[src/rtl/amem_pkg.sv]
`timescale 1ns/1ps
package amem_pkg;
  typedef enum logic [2:0] {
    PH_IDLE, PH_SETUP, PH_STRB, PH_EXT, PH_HOLD, PH_DONE
  } phase_e;
endpackage

[src/rtl/amem_wait_sync.sv]
`timescale 1ns/1ps
module amem_wait_sync #(
  parameter int unsigned NW     = 2,
  parameter int unsigned STAGES = 2
) (
  input  logic          clk_i,
  input  logic          rst_ni,
  input  logic [NW-1:0] d_i,
  output logic [NW-1:0] q_o
);
  logic [NW-1:0] pipe_q [STAGES];

  always_ff @(posedge clk_i or negedge rst_ni) begin
    if (!rst_ni) begin
      for (int s = 0; s < STAGES; s++) pipe_q[s] <= '0;
    end else begin
      pipe_q[0] <= d_i;
      for (int s = 1; s < STAGES; s++) pipe_q[s] <= pipe_q[s-1];
    end
  end

  assign q_o = pipe_q[STAGES-1];
endmodule

[src/rtl/amem_phase_fsm.sv]
`timescale 1ns/1ps
module amem_phase_fsm
  import amem_pkg::*;
#(
  parameter int unsigned SW  = 4,
  parameter int unsigned STW = 6,
  parameter int unsigned MW  = 8
) (
  input  logic           clk_i,
  input  logic           rst_ni,
  input  logic           start_i,
  input  logic [SW-1:0]  setup_len_i,
  input  logic [STW-1:0] strb_len_i,
  input  logic [SW-1:0]  hold_len_i,
  input  logic           ext_ok_i,
  input  logic           wait_act_i,
  input  logic [MW-1:0]  max_ext_i,
  output phase_e         phase_o,
  output logic           strb_end_o,
  output logic           timeout_o
);
  localparam int unsigned CW = (STW > SW) ? STW : SW;

  phase_e        ph_q, ph_d, post_ph;
  logic [CW-1:0] cnt_q, cnt_d, strb_eff, post_cnt;
  logic [MW-1:0] ext_q, ext_d;
  logic          strb_end, tmo;

  assign strb_eff = (strb_len_i == '0) ? CW'(1) : CW'(strb_len_i);
  assign post_ph  = (hold_len_i != '0) ? PH_HOLD : PH_DONE;
  assign post_cnt = CW'(hold_len_i);

  always_comb begin
    ph_d     = ph_q;
    cnt_d    = cnt_q;
    ext_d    = ext_q;
    strb_end = 1'b0;
    tmo      = 1'b0;
    unique case (ph_q)
      PH_IDLE: if (start_i) begin
        if (setup_len_i != '0) begin
          ph_d  = PH_SETUP;
          cnt_d = CW'(setup_len_i);
        end else begin
          ph_d  = PH_STRB;
          cnt_d = strb_eff;
        end
      end
      PH_SETUP: if (cnt_q == CW'(1)) begin
        ph_d  = PH_STRB;
        cnt_d = strb_eff;
      end else cnt_d = cnt_q - 1'b1;
      PH_STRB: if (cnt_q == CW'(1)) begin
        // first look at wait level happens in last programmed cycle
        if (ext_ok_i && wait_act_i && max_ext_i != '0) begin
          ph_d  = PH_EXT;
          ext_d = MW'(1);
        end else begin
          tmo      = ext_ok_i && wait_act_i;
          strb_end = 1'b1;
          ph_d     = post_ph;
          cnt_d    = post_cnt;
        end
      end else cnt_d = cnt_q - 1'b1;
      PH_EXT: if (!wait_act_i || ext_q == max_ext_i) begin
        tmo      = wait_act_i;
        strb_end = 1'b1;
        ph_d     = post_ph;
        cnt_d    = post_cnt;
      end else ext_d = ext_q + 1'b1;
      PH_HOLD: if (cnt_q == CW'(1)) ph_d = PH_DONE;
               else cnt_d = cnt_q - 1'b1;
      PH_DONE: ph_d = PH_IDLE;
      default: ph_d = PH_IDLE;
    endcase
  end

  always_ff @(posedge clk_i or negedge rst_ni) begin
    if (!rst_ni) begin
      ph_q  <= PH_IDLE;
      cnt_q <= '0;
      ext_q <= '0;
    end else begin
      ph_q  <= ph_d;
      cnt_q <= cnt_d;
      ext_q <= ext_d;
    end
  end

  assign phase_o    = ph_q;
  assign strb_end_o = strb_end;
  assign timeout_o  = tmo;
endmodule

[src/rtl/amem_bus_park.sv]
`timescale 1ns/1ps
module amem_bus_park #(
  parameter int unsigned DW = 16
) (
  input  logic          clk_i,
  input  logic          rst_ni,
  input  logic          load_i,
  input  logic [DW-1:0] wdata_i,
  input  logic          rd_busy_i,
  input  logic          capture_i,
  input  logic [DW-1:0] data_i,
  output logic [DW-1:0] data_o,
  output logic          data_oe_o,
  output logic [DW-1:0] rdata_o
);
  logic [DW-1:0] park_q, rdata_q;

  always_ff @(posedge clk_i or negedge rst_ni) begin
    if (!rst_ni) begin
      park_q  <= '0;
      rdata_q <= '0;
    end else begin
      if (load_i)    park_q  <= wdata_i;
      if (capture_i) rdata_q <= data_i;
    end
  end

  assign data_o    = park_q;
  assign data_oe_o = !rd_busy_i;
  assign rdata_o   = rdata_q;
endmodule

[src/rtl/amem_seq.sv]
`timescale 1ns/1ps
module amem_seq
  import amem_pkg::*;
#(
  parameter int unsigned NCS = 4,
  parameter int unsigned NW  = 2,
  parameter int unsigned DW  = 16,
  parameter int unsigned SW  = 4,
  parameter int unsigned STW = 6,
  parameter int unsigned MW  = 8,
  localparam int unsigned CSW = (NCS > 1) ? $clog2(NCS) : 1,
  localparam int unsigned WSW = (NW > 1) ? $clog2(NW) : 1
) (
  input  logic               clk_i,
  input  logic               rst_ni,
  input  logic               start_i,
  input  logic [CSW-1:0]     cs_i,
  input  logic               we_i,
  input  logic [DW-1:0]      wdata_i,
  input  logic [NCS*SW-1:0]  setup_cyc_i,
  input  logic [NCS*STW-1:0] rd_strb_i,
  input  logic [NCS*STW-1:0] wr_strb_i,
  input  logic [NCS*SW-1:0]  hold_cyc_i,
  input  logic [NCS-1:0]     ext_en_i,
  input  logic [NCS*WSW-1:0] wait_map_i,
  input  logic [NW-1:0]      wait_pol_i,
  input  logic [MW-1:0]      max_ext_i,
  input  logic [NW-1:0]      wait_i,
  input  logic [DW-1:0]      data_i,
  output logic               busy_o,
  output logic               done_o,
  output logic [NCS-1:0]     cs_o,
  output logic               we_o,
  output logic               strobe_o,
  output logic               timeout_o,
  output logic               cfg_err_o,
  output logic [DW-1:0]      data_o,
  output logic               data_oe_o,
  output logic [DW-1:0]      rdata_o
);
  logic [SW-1:0]  setup_a [NCS];
  logic [SW-1:0]  hold_a  [NCS];
  logic [STW-1:0] rd_a    [NCS];
  logic [STW-1:0] wr_a    [NCS];
  logic [WSW-1:0] map_a   [NCS];

  phase_e         phase;
  logic [CSW-1:0] cs_q, cs_sel;
  logic           we_q, we_sel, busy, acc_on, accept, cfg_err_q;
  logic [STW-1:0] strb_raw;
  logic [WSW-1:0] wsel;
  logic [NW-1:0]  wait_sync;
  logic           wait_act, ext_ok, strb_end, rd_busy;

  for (genvar c = 0; c < NCS; c++) begin : g_cfg
    assign setup_a[c] = setup_cyc_i[c*SW +: SW];
    assign hold_a[c]  = hold_cyc_i[c*SW +: SW];
    assign rd_a[c]    = rd_strb_i[c*STW +: STW];
    assign wr_a[c]    = wr_strb_i[c*STW +: STW];
    assign map_a[c]   = wait_map_i[c*WSW +: WSW];
    assign cs_o[c]    = acc_on && (cs_q == CSW'(c));
  end

  assign busy     = (phase != PH_IDLE);
  assign acc_on   = busy && (phase != PH_DONE);
  assign accept   = !busy && start_i;
  assign cs_sel   = busy ? cs_q : cs_i;
  assign we_sel   = busy ? we_q : we_i;
  assign strb_raw = we_sel ? wr_a[cs_sel] : rd_a[cs_sel];
  assign wsel     = map_a[cs_sel];
  assign wait_act = (wait_sync[wsel] == wait_pol_i[wsel]);
  assign ext_ok   = ext_en_i[cs_sel] && (strb_raw != '0);
  assign rd_busy  = !we_q && (phase == PH_SETUP || phase == PH_STRB || phase == PH_EXT);

  always_ff @(posedge clk_i or negedge rst_ni) begin
    if (!rst_ni) begin
      cs_q      <= '0;
      we_q      <= 1'b0;
      cfg_err_q <= 1'b0;
    end else begin
      if (accept) begin
        cs_q <= cs_i;
        we_q <= we_i;
      end
      cfg_err_q <= accept && ext_en_i[cs_sel] && (strb_raw == '0);
    end
  end

  amem_wait_sync #(.NW(NW), .STAGES(2)) i_sync (
    .clk_i (clk_i),
    .rst_ni(rst_ni),
    .d_i   (wait_i),
    .q_o   (wait_sync)
  );

  amem_phase_fsm #(.SW(SW), .STW(STW), .MW(MW)) i_fsm (
    .clk_i      (clk_i),
    .rst_ni     (rst_ni),
    .start_i    (accept),
    .setup_len_i(setup_a[cs_sel]),
    .strb_len_i (strb_raw),
    .hold_len_i (hold_a[cs_sel]),
    .ext_ok_i   (ext_ok),
    .wait_act_i (wait_act),
    .max_ext_i  (max_ext_i),
    .phase_o    (phase),
    .strb_end_o (strb_end),
    .timeout_o  (timeout_o)
  );

  amem_bus_park #(.DW(DW)) i_park (
    .clk_i    (clk_i),
    .rst_ni   (rst_ni),
    .load_i   (accept && we_i),
    .wdata_i  (wdata_i),
    .rd_busy_i(rd_busy),
    .capture_i(strb_end && !we_q),
    .data_i   (data_i),
    .data_o   (data_o),
    .data_oe_o(data_oe_o),
    .rdata_o  (rdata_o)
  );

  assign busy_o    = busy;
  assign done_o    = (phase == PH_DONE);
  assign we_o      = acc_on && we_q;
  assign strobe_o  = (phase == PH_STRB) || (phase == PH_EXT);
  assign cfg_err_o = cfg_err_q;
endmodule

[config.mk]
export PLATFORM = sky130hd
export DESIGN_NAME = amem_seq
export DESIGN_NICKNAME = d
export VERILOG_FILES = /design/src/rtl/amem_pkg.sv /design/src/rtl/amem_wait_sync.sv /design/src/rtl/amem_phase_fsm.sv /design/src/rtl/amem_bus_park.sv /design/src/rtl/amem_seq.sv
export SDC_FILE = /design/constraint.sdc
export NUM_CORES = 1
export LEC_CHECK = 0
export BUFFER_PORTS_ARGS = -buffer_cell sky130_fd_sc_hd__buf_4
export CAP_MARGIN = 20
export CORE_MARGIN = 8
export CORE_UTILIZATION = 28
export CTS_BUF_LIST = sky130_fd_sc_hd__clkbuf_16
export CTS_CLUSTER_SIZE = 30
export DETAILED_ROUTE_END_ITERATION = 16
export GPL_ROUTABILITY_DRIVEN = 0
export RECOVER_POWER = 25
export SLEW_MARGIN = 20
export SYNTH_ARGS = -nofsm -noshare
export SYNTH_HDL_FRONTEND = slang
export SYNTH_SLANG_ARGS = --single-unit
[constraint.sdc]
create_clock -name clk_i -period 9.4 [get_ports clk_i]
set_input_delay 0.47 -clock clk_i [delete_from_list [all_inputs] [get_ports clk_i]]
set_output_delay 0.47 -clock clk_i [all_outputs]
set_load 0.05 [all_outputs]
==> flow_summary.yaml, run 1 <==
clock_tree:
  cts-root-buf: "clkbuf_16"
  post_cts_buffers: 0
  clkTransAtPathRegs_ns: 0.05
  holdBufCountCts: 0
  numCtsBuffers: 9
  cts_tree: "yes"
  cts_sinks: 57
  htree_levels: 3
  insertion_delay_ns: 0.32
  clockBufferDepth: 2
  cts-resized-gates: 0
routing:
  drt_iter0_drc: 383
  dr.pass1.iters: 4
  vias: 5025
  drc: 0
  drt_wl_total_mm: 16.83
  drtAntennaViolNets: 0
  routed_via_density: 5.317
  wl_per_cell_um: 17.81
power_and_ir_drop:
  irDropWorstVdd_mv: 0.1666
  p_total_uw: 2432
  clkPwrFrac_pct: 11.5
  power.internal_uw: 1145
  leakage_uw: 0.002948
  p_seq_share_pct: 18.2
  p_comb_share_pct: 70.4
  swShare_pct: 52.93
  p_sw_uw: 1287
  power_density_nw_per_um2: 369.3
floorplanning:
  initial_core_util_pct: 28.33
  die_h_um: 147.6
  die_area_um2: 21790
  die_w_um: 147.6
  design.core.area_um2: 17120
  io-pin-count: 181
  rows: 48
sta:
  post-route-period-util_pct: 48.05
  finalMaxSlewViolations: 58
  hold_ws_ns: 0.2785
  worstMarginPinSlew_ns: 3.129
  fin_tns_setup_ns: 0
  min_period_ns: 4.516
  skew_ns: 0.005199
  finalHoldViolCount: 0
  setup_viol: 0
  timing.fmax_ghz: 0.2214
  grt_setup_unrepaired: "no"
  slew_headroom_pct: -108.6
critical_path:
  critPathMaxFanout: 27
  start_kind: "register"
  crit_type: "reg -> out"
  ff2ff_path_depth: 8
  required_ns: 8.93
  crit_path_end_kind: "output port"
  crit_arrival_ns: 4.05
logic_synthesis:
  netlist_instances: 561
  synthesis.area_um2: 4850
  ys_warn_count: 0
  synth_most_common_cell: "nand2_1"
  synthTopCellsByCount: "nand2_1, dfrtp_1, mux2i_1, mux2_2, nand3_1"
  syn_nets: 702
  synth.distinct_cells: 72
  synth_ff_type: "dfrtp_1"
  synth_top_cell_by_area: "dfrtp_1"
  async_reset_ff_share_pct: 100.0
  synth_seq_cells: 57
  netlist.area_leader.share_pct: 29.41
  ys_seq_area_share_pct: 29.41
  synth_edf_count: 0
  synth_top_cells_by_area: "dfrtp_1, mux2i_1, mux2_2"
  syn_area_per_cell_um2: 8.645
final_layout:
  nNetsFinal: 856
  drive_above_1_share_pct: 35.00
  fin_util_pct: 38.47
  syn2layout_area_growth_pct: 35.78
  fillers: 1814
  antenna-diode-count: 0
  final_cells: 945
status:
  violations: "capacitance limit, slew limit"
  status: "finished, violations left"
min_path:
  hold_depth: 1
  hp-class: "in -> reg"
placement:
  hpwlAfterDp_mm: 12.94
  numPortBuffers: 180
  placedCellCount: 929
global_routing:
  use_met2_pct: 23.56
  grt_pass1_vias: 4931
  grt_max_degree: 58
  gr-total-overflow: 0
  met3_usage_pct: 3.883
  grt_antenna_before_repair: 0
  grt_use_total_pct: 14.90
  top_usage_layer: "met2"
  use_met1_pct: 19.90
  grt_first_pass_wirelength_mm: 26.42
job:
  cap_violations: 1
[state kept, by name (all words and copies together) (netlist names)]
| name | cells |
|---|---|
| i_sync.q_o | 2 |
| i_fsm.phase_o | 3 |
| cs_q | 2 |
| i_fsm.cnt_q | 6 |
| i_sync.pipe_q | 2 |
| we_q | 1 |
| i_fsm.ext_q | 8 |
| i_park.data_o | 16 |
| cfg_err_o | 1 |
| i_park.rdata_o | 16 |
[critical path, cell delays in order, from the launching register on]
cell and delay, ns:
dfrtp_1 0.67, o31ai_2 0.64, nand2_1 0.60, a311o_1 0.47, o22a_1 0.22, and4_4 0.22, and2_4 0.17, nand3b_1 0.15
a21oi_1 0.32, buf_4 0.27
[per-layer routing]
layer / vias to the layer above / share of wire [%] / routed length, um
met5: - / 0 / 0
met4: 0 / 0.95 / 160
met3: 12 / 7.9 / 1334
met2: 188 / 46 / 7788
met1: 2376 / 45 / 7547
li1: 2449 / - / -
[cells by family after synthesis]
family | count (synthesis) | share of synthesized area, %
multiplexers | 78 | 17.47
XOR/XNOR | 15 | 2.709
AND/OR/NAND/NOR | 208 | 21.36
buffers and inverters | 52 | 4.773
AO/OA/AOI/OAI | 148 | 23.50
adder cells (fa/ha/maj) | 3 | 0.7741
flip-flops | 57 | 29.41
[power groups by stage]
stage               Sequential, uW  Combinational (uW)  Clock [uW]
floorplan                      594                1120           0
global placement               440                1720           0
detailed placement             443                1720           0
CTS                            440                1720         291
global route                   456                1850         299
finish                         441                1710         279
[layout make-up]
cell class              count  area [um2]  share of cell area [%]
repair buffers            186        1393                   21.15
clock inverters             7       30.03                  0.4560
flip-flops and latches     57        1426                   21.66
clock buffers               9       225.2                   3.420
well taps                 225       281.5                   4.275
multi-input cells         452        3196                   48.53
inverters                   9       33.78                  0.5130
[stage by stage]
stage / setup slack, ns / instance area (um2)
finish: 4.884 / 6585
global route: 4.623 / 6585
detailed placement: 5.154 / 6334
CTS: 4.936 / 6589
global placement: 5.185 / 6334
floorplan: 5.741 / 4850
[placed cells by master, fill, tap and decap left out, types with 3 or more instances in the layout]
| master | instances |
|---|---|
| o21ai_0 | 20 |
| inv_1 | 10 |
| o31ai_1 | 3 |
| a41oi_1 | 3 |
| o221ai_1 | 5 |
| clkbuf_16 | 9 |
| nand2_1 | 72 |
| a31o_2 | 5 |
| nor3_1 | 24 |
| buf_4 | 183 |
| clkinv_2 | 3 |
| nor2_1 | 23 |
| nor4_1 | 5 |
| a21oi_1 | 17 |
| xnor2_1 | 13 |
| and3_1 | 18 |
| o211ai_1 | 22 |
| a31oi_1 | 5 |
| clkinv_1 | 3 |
| nand2b_1 | 9 |
| mux2_2 | 29 |
| ha_1 | 3 |
| dfrtp_1 | 57 |
| nand4_1 | 6 |
| or3_1 | 6 |
| a311o_1 | 18 |
| mux2i_1 | 46 |
| a211oi_1 | 16 |
| o21bai_1 | 3 |
| o211a_1 | 3 |
| nand3_1 | 29 |
[path summary, 6_finish.rpt]
path                                  start                 end  slack (ns)
setup / recovery           i_fsm.phase_o[2]           timeout_o        4.88
hold / removal                    wait_i[0]    i_sync.pipe_q[2]        0.28
setup reg to reg           i_fsm.phase_o[2]  i_park.rdata_o[10]        5.14
hold reg to reg            i_sync.pipe_q[3]       i_sync.q_o[1]        0.34
max in group asynchronous            rst_ni    i_park.data_o[1]        6.45
min in group asynchronous            rst_ni   i_park.rdata_o[7]        1.18
(Power assumes the default switching activity.)
==> run 2: changes to the inputs <==
--- a/config.mk
+++ b/config.mk
@@ -5,6 +5,7 @@
 export SDC_FILE = /design/constraint.sdc
 export NUM_CORES = 1
 export LEC_CHECK = 0
+export ABC_AREA = 1
 export BUFFER_PORTS_ARGS = -buffer_cell sky130_fd_sc_hd__buf_4
 export CAP_MARGIN = 20
 export CORE_MARGIN = 8
==> constraint.sdc (replaced) <==
create_clock -name clk_i -period 3.94 [get_ports clk_i]
set_input_delay 0.197 -clock clk_i [delete_from_list [all_inputs] [get_ports clk_i]]
set_output_delay 0.197 -clock clk_i [all_outputs]
set_load 0.05 [all_outputs]
==> run 2 against run 1 <==
The run now ends clean; via count decreased by 7.5%; combinational power increased by 100%; count of clock-buffer cells in the layout unchanged; clock power increased to 2.6 times the previous value; largest power group unchanged.
==> flow_summary.yaml, run 2 <==
logic_synthesis:
  synth_edf_count: 0
  async_reset_ff_share_pct: 100.0
  netlist.area_leader.share_pct: 33.73
  ys_warn_count: 0
  synth.distinct_cells: 41
  synthesis.area_um2: 4229
  syn_nets: 787
  synthTopCellsByCount: "nand2_1, nand3_1, inv_1, dfrtp_1, nor2_1"
  netlist_instances: 646
  synth_top_cells_by_area: "dfrtp_1, nand2_1, nand3_1"
  ys_seq_area_share_pct: 33.73
  synth_seq_cells: 57
  synth_top_cell_by_area: "dfrtp_1"
  synth_ff_type: "dfrtp_1"
  synth_most_common_cell: "nand2_1"
  syn_area_per_cell_um2: 6.547
global_routing:
  gr-total-overflow: 0
  grt_first_pass_wirelength_mm: 24.07
  grt_max_degree: 58
  grt_antenna_before_repair: 0
  grt_use_total_pct: 15.17
  grt_pass1_vias: 4806
sta:
  grt_setup_unrepaired: "no"
  min_period_ns: 3.237
  skew_ns: 0.004420
  setup_viol: 0
  finalHoldViolCount: 0
  timing.fmax_ghz: 0.3090
  finalMaxSlewViolations: 0
  post-route-period-util_pct: 82.15
  fin_tns_setup_ns: 0
  slew_headroom_pct: 2.943
  worstMarginPinSlew_ns: 1.456
floorplanning:
  die_w_um: 138.9
  die_area_um2: 19290
  rows: 45
  io-pin-count: 181
  design.core.area_um2: 14980
  initial_core_util_pct: 28.24
  die_h_um: 138.9
critical_path:
  start_kind: "register"
  crit-reg2reg-launch: "i_fsm.phase_o[0]"
  path_cells: "nor2_8 -> nand3_2 -> nand2_4 -> nand2_1 -> nand2_1 -> nand2_2 -> nand3b_1 -> nand2_1 -> nand2_1 -> nand2_1 -> nor2_1 -> nand2_1 -> nor3_1 -> o21a_1 -> buf_4"
  crit_start: "i_fsm.phase_o[0]"
  cpMostUsedCell: "nand2_1"
  critical_path_buf_inv_count: 1
  crit_type: "reg -> out"
  crit_path_end_kind: "output port"
  crit_family: "simple AND/OR/NAND/NOR gates"
  crit_path_max_incr_delay_ns: 0.45
  required_ns: 3.74
  crit_arrival_ns: 3.04
  crit_slowest_cell: "dfrtp_1"
  critPathMaxFanout: 34
clock_tree:
  htree_levels: 3
  cts-resized-gates: 0
  clkTransAtPathRegs_ns: 0.05
  holdBufCountCts: 3
  numCtsBuffers: 9
  insertion_delay_ns: 0.32
  cts-root-buf: "clkbuf_16"
  cts_tree: "yes"
  cts_sinks: 57
  clockBufferDepth: 2
  post_cts_buffers: 0
power_and_ir_drop:
  leakage_uw: 0.003158
  irDropWorstVdd_mv: 0.6452
  power_density_nw_per_um2: 883.7
placement:
  hpwlAfterDp_mm: 11.23
  placedCellCount: 992
  numPortBuffers: 180
final_layout:
  antenna-diode-count: 0
  nNetsFinal: 959
  final_common_cell: "nand2_1"
  final_cell_mix: "nand2_1, buf_4, nand3_1, inv_1, dfrtp_1"
  fillers: 1651
  syn2layout_area_growth_pct: 38.52
  drive_above_1_share_pct: 23.14
  final_cells: 1009
routing:
  vias: 4647
  routed_via_density: 4.606
  wl_per_cell_um: 14.27
  drtAntennaViolNets: 0
  drt_wl_total_mm: 14.40
  dr.pass1.iters: 4
  drc: 0
  drt_iter0_drc: 232
min_path:
  holdCritStartpoint: "wdata_i[1]"
  hp-class: "in -> reg"
job:
  cap_violations: 0
status:
  status: "complete, no violations"
## run 2: final cells by class
type / count / area [um2] / share of cell area, %
clock buffer: 9 / 225.2 / 3.845
clock inverter: 5 / 48.80 / 0.8330
inverter: 74 / 280.3 / 4.784
multi-input combinational: 491 / 2350 / 40.11
sequential: 57 / 1426 / 24.35
tap: 188 / 235.2 / 4.015
timing repair buffer: 185 / 1292 / 22.06
## run 2: metrics by stage
step / area, um2 / total power, uW / util (%) / hold WS, ns / worst slack, ns
floorplan: 4229 / 3710 / - / -0.09859 / 1.146
global placement: 5658 / 4561 / 37.78 / 0.3092 / 0.9305
detailed placement: 5658 / 4575 / 37.78 / 0.3082 / 0.9189
CTS: 5962 / 5341 / 39.81 / 0.06146 / 0.6792
global route: 5858 / 5677 / 39.11 / 0.06565 / 0.3401
finish: 5858 / 5177 / 39.11 / 0.07280 / 0.7033
## run 2: tightest hold or removal path: cells and delay by family
kind	cells	cell delay, ns
buffers and inverters	1	0.07
and+or+nand+nor	2	0.09
## run 2: report_power, final
part	total [uW]	internal [uW]	switching [uW]
registers	1020	829	186
clock network	732	475	257
logic	3430	968	2460
## run 2: worst paths after layout
check / to / slack (ns) / cells after the start
worst max-delay path: timeout_o / 0.70 / 15
worst min-delay path: i_park.data_o[1] / 0.07 / 3
worst max register to register: i_park.rdata_o[6] / 0.93 / 17
worst min register to register: i_sync.q_o[0] / 0.35 / 0
max in group asynchronous: i_sync.q_o[0] / 2.29 / 2
min in group asynchronous: i_fsm.cnt_q[4] / 0.75 / 2
## run 2: cell families after synthesis
logic type                 after synthesis  synth area share (%)
buffers and inverters                   98                 10.71
AOI/OAI and AO/OA                       54                 7.367
adders and majority gates                3                0.8877
xor gates and xnor gates                16                 3.314
and+or+nand+nor                        418                 43.99
DFF                                     57                 33.73
## run 2: layer usage
layer,share of wire [%],global-route usage [%]
met1,44,18.87
met2,45,23.92
met3,8.7,5.680
met4,1.9,4.622
met5,0,0
==> run 3: changes to the inputs <==
--- a/config.mk
+++ b/config.mk
@@ -5,7 +5,7 @@
 export SDC_FILE = /design/constraint.sdc
 export NUM_CORES = 1
 export LEC_CHECK = 0
-export ABC_AREA = 1
+export ABC_AREA = 0
 export BUFFER_PORTS_ARGS = -buffer_cell sky130_fd_sc_hd__buf_4
 export CAP_MARGIN = 20
 export CORE_MARGIN = 8
==> constraint.sdc (replaced) <==
create_clock -name clk_i -period 3.2 [get_ports clk_i]
set_input_delay 0.16 -clock clk_i [delete_from_list [all_inputs] [get_ports clk_i]]
set_output_delay 0.16 -clock clk_i [all_outputs]
set_load 0.05 [all_outputs]
==> run 3 against run 2 <==
Final area grew 18%; routed wire length rose by 20%; core utilization rose by 1.4 points; count of clock-buffer cells in the layout unchanged; register-to-register slack worse by 0.82 ns; setup slack got worse by 0.68 ns; flip-flop and latch count stayed put; global-route usage grew 0.29 points; first-iteration DRC count is 62% higher; critical path type unchanged; largest cell class unchanged; largest power group unchanged.
==> flow_summary.yaml, run 3 (synthesized netlist as in run 1, its figures left out) <==
clock_tree:
  cts_sinks: 57
  cts_tree: "yes"
  clkTransAtPathRegs_ns: 0.05
  htree_levels: 3
  clockBufferDepth: 2
  numCtsBuffers: 9
  insertion_delay_ns: 0.32
  cts-root-buf: "clkbuf_16"
final_layout:
  final_cell_mix: "buf_4, nand2_1, dfrtp_1, mux2i_1"
  syn2layout_area_growth_pct: 43.03
  antenna-diode-count: 0
  fin_util_pct: 40.53
  final_common_cell: "buf_4"
  drive_above_1_share_pct: 36.71
  nNetsFinal: 896
sta:
  setup_viol: 0
  post-route-period-util_pct: 99.18
  finalWorstSetupSlack_ns: 0.02614
  skew_ns: 0.004163
  worstMarginPinSlew_ns: 1.485
  slew_headroom_pct: 1.011
  finalMaxSlewViolations: 0
  min_period_ns: 3.174
  timing.fmax_ghz: 0.3151
  hold_ws_ns: 0.06480
  finalHoldViolCount: 0
  grt_setup_unrepaired: "yes"
routing:
  wl_per_cell_um: 17.61
  drc: 0
  drtAntennaViolNets: 0
  wl_met1_mm: 7.788
  drt_iter0_drc: 375
  routed_via_density: 5.293
  dr_wl_met3_mm: 1.312
  dr.pass1.iters: 5
  drt_wl_total_mm: 17.35
  top_layer: "met4"
  met2_length_mm: 8.015
  vias: 5214
critical_path:
  timing.rr.end: "i_fsm.cnt_q[0]"
  ff2ff_path_depth: 13
  crit_path_end_kind: "output port"
  critPathMaxFanout: 7
  crit_arrival_ns: 3.01
  crit_type: "reg -> out"
  crit-reg2reg-launch: "i_fsm.phase_o[1]"
  required_ns: 3.04
  r2r_slack_ns: 0.11
  start_kind: "register"
global_routing:
  grt_pass1_vias: 5118
  grt_use_total_pct: 15.47
  grt_antenna_before_repair: 0
  grt_first_pass_wirelength_mm: 27.34
  gr-total-overflow: 0
  grt_max_degree: 58
floorplanning:
  rows: 48
  design.core.area_um2: 17120
  initial_core_util_pct: 28.33
  die_area_um2: 21790
  die_w_um: 147.6
  io-pin-count: 181
  die_h_um: 147.6
placement:
  numPortBuffers: 180
  hpwlAfterDp_mm: 13.50
  pre_cts_ws_ns: 0.04667
min_path:
  holdCritStartpoint: "wdata_i[9]"
  hp-class: "in -> reg"
  hold_path_end: "i_park.data_o[9]"
  hold_depth: 2
power_and_ir_drop:
  leakage_uw: 0.003093
  irDropWorstVdd_mv: 0.4269
  power_density_nw_per_um2: 1122
status:
  status: "complete, no violations"
job:
  cap_violations: 0
==> run 3: area by class of cell <==
cell class | instances | area, um2
clock buffers | 9 | 225.2
fillers | 1781 | 10180
multi-input cells | 452 | 3243
flip-flops and latches | 57 | 1430
inverters | 9 | 33.78
clock inverters | 7 | 52.55
repair buffers | 226 | 1670
well taps | 225 | 281.5
==> run 3: worst max-delay path by stage <==
stage | slack, ns | to | startpoint | cells past startpoint
after floorplan | 0.10 | cs_o[0] | i_fsm.phase_o[0] | 5
after global placement | 0.08 | i_park.rdata_o[9] | i_fsm.phase_o[2] | 10
after detailed placement | 0.05 | i_fsm.cnt_q[3] | i_fsm.phase_o[2] | 8
after CTS | 0.05 | timeout_o | i_fsm.phase_o[1] | 11
after global routing | -0.06 | timeout_o | i_fsm.phase_o[1] | 12
final | 0.03 | timeout_o | i_fsm.phase_o[0] | 9
==> run 3: metal layers <==
metal  vias up  track usage, %
met4         0           4.182
li1       2524               -
met2       196           24.56
met5         -               0
met1      2478           20.13
met3        16           4.402
==> run 3: metrics by stage <==
stage	instance area [um2]	cells	power, uW	setup TNS (ns)
CTS	6935	980	7789	0
floorplan	4853	561	5050	0
detailed placement	6588	959	6793	0
global route	6937	985	8317	-0.06192
finish	6937	985	7781	0
global placement	6588	959	6755	0
==> run 3: power by group <==
part	internal (uW)	leakage, uW	switching (uW)
Combinational	2240	0.00231	3400
Clock	585	0.000138	318
Sequential	987	0.000644	256
Total	3810	0.00309	3970
==> run 3: what timing repair did <==
item | in CTS | in global routing
hold buffers | 3 | 0
setup endpoints to repair | 1 | 26
buffers inserted | 2 | 5
gates resized for setup | 7 | 7
hold endpoints to repair | 59 | 0
pin swaps | 2 | 2
==> run 3: critical path: stages (launching register included) <==
cell and delay, ns:
dfrtp_2 0.46, or4b_4 0.56, and2_4 0.17, mux2_4 0.29, o221a_1 0.26, and4_4 0.18, and2_4 0.17, nand3b_1 0.18
a21oi_2 0.23, buf_6 0.19
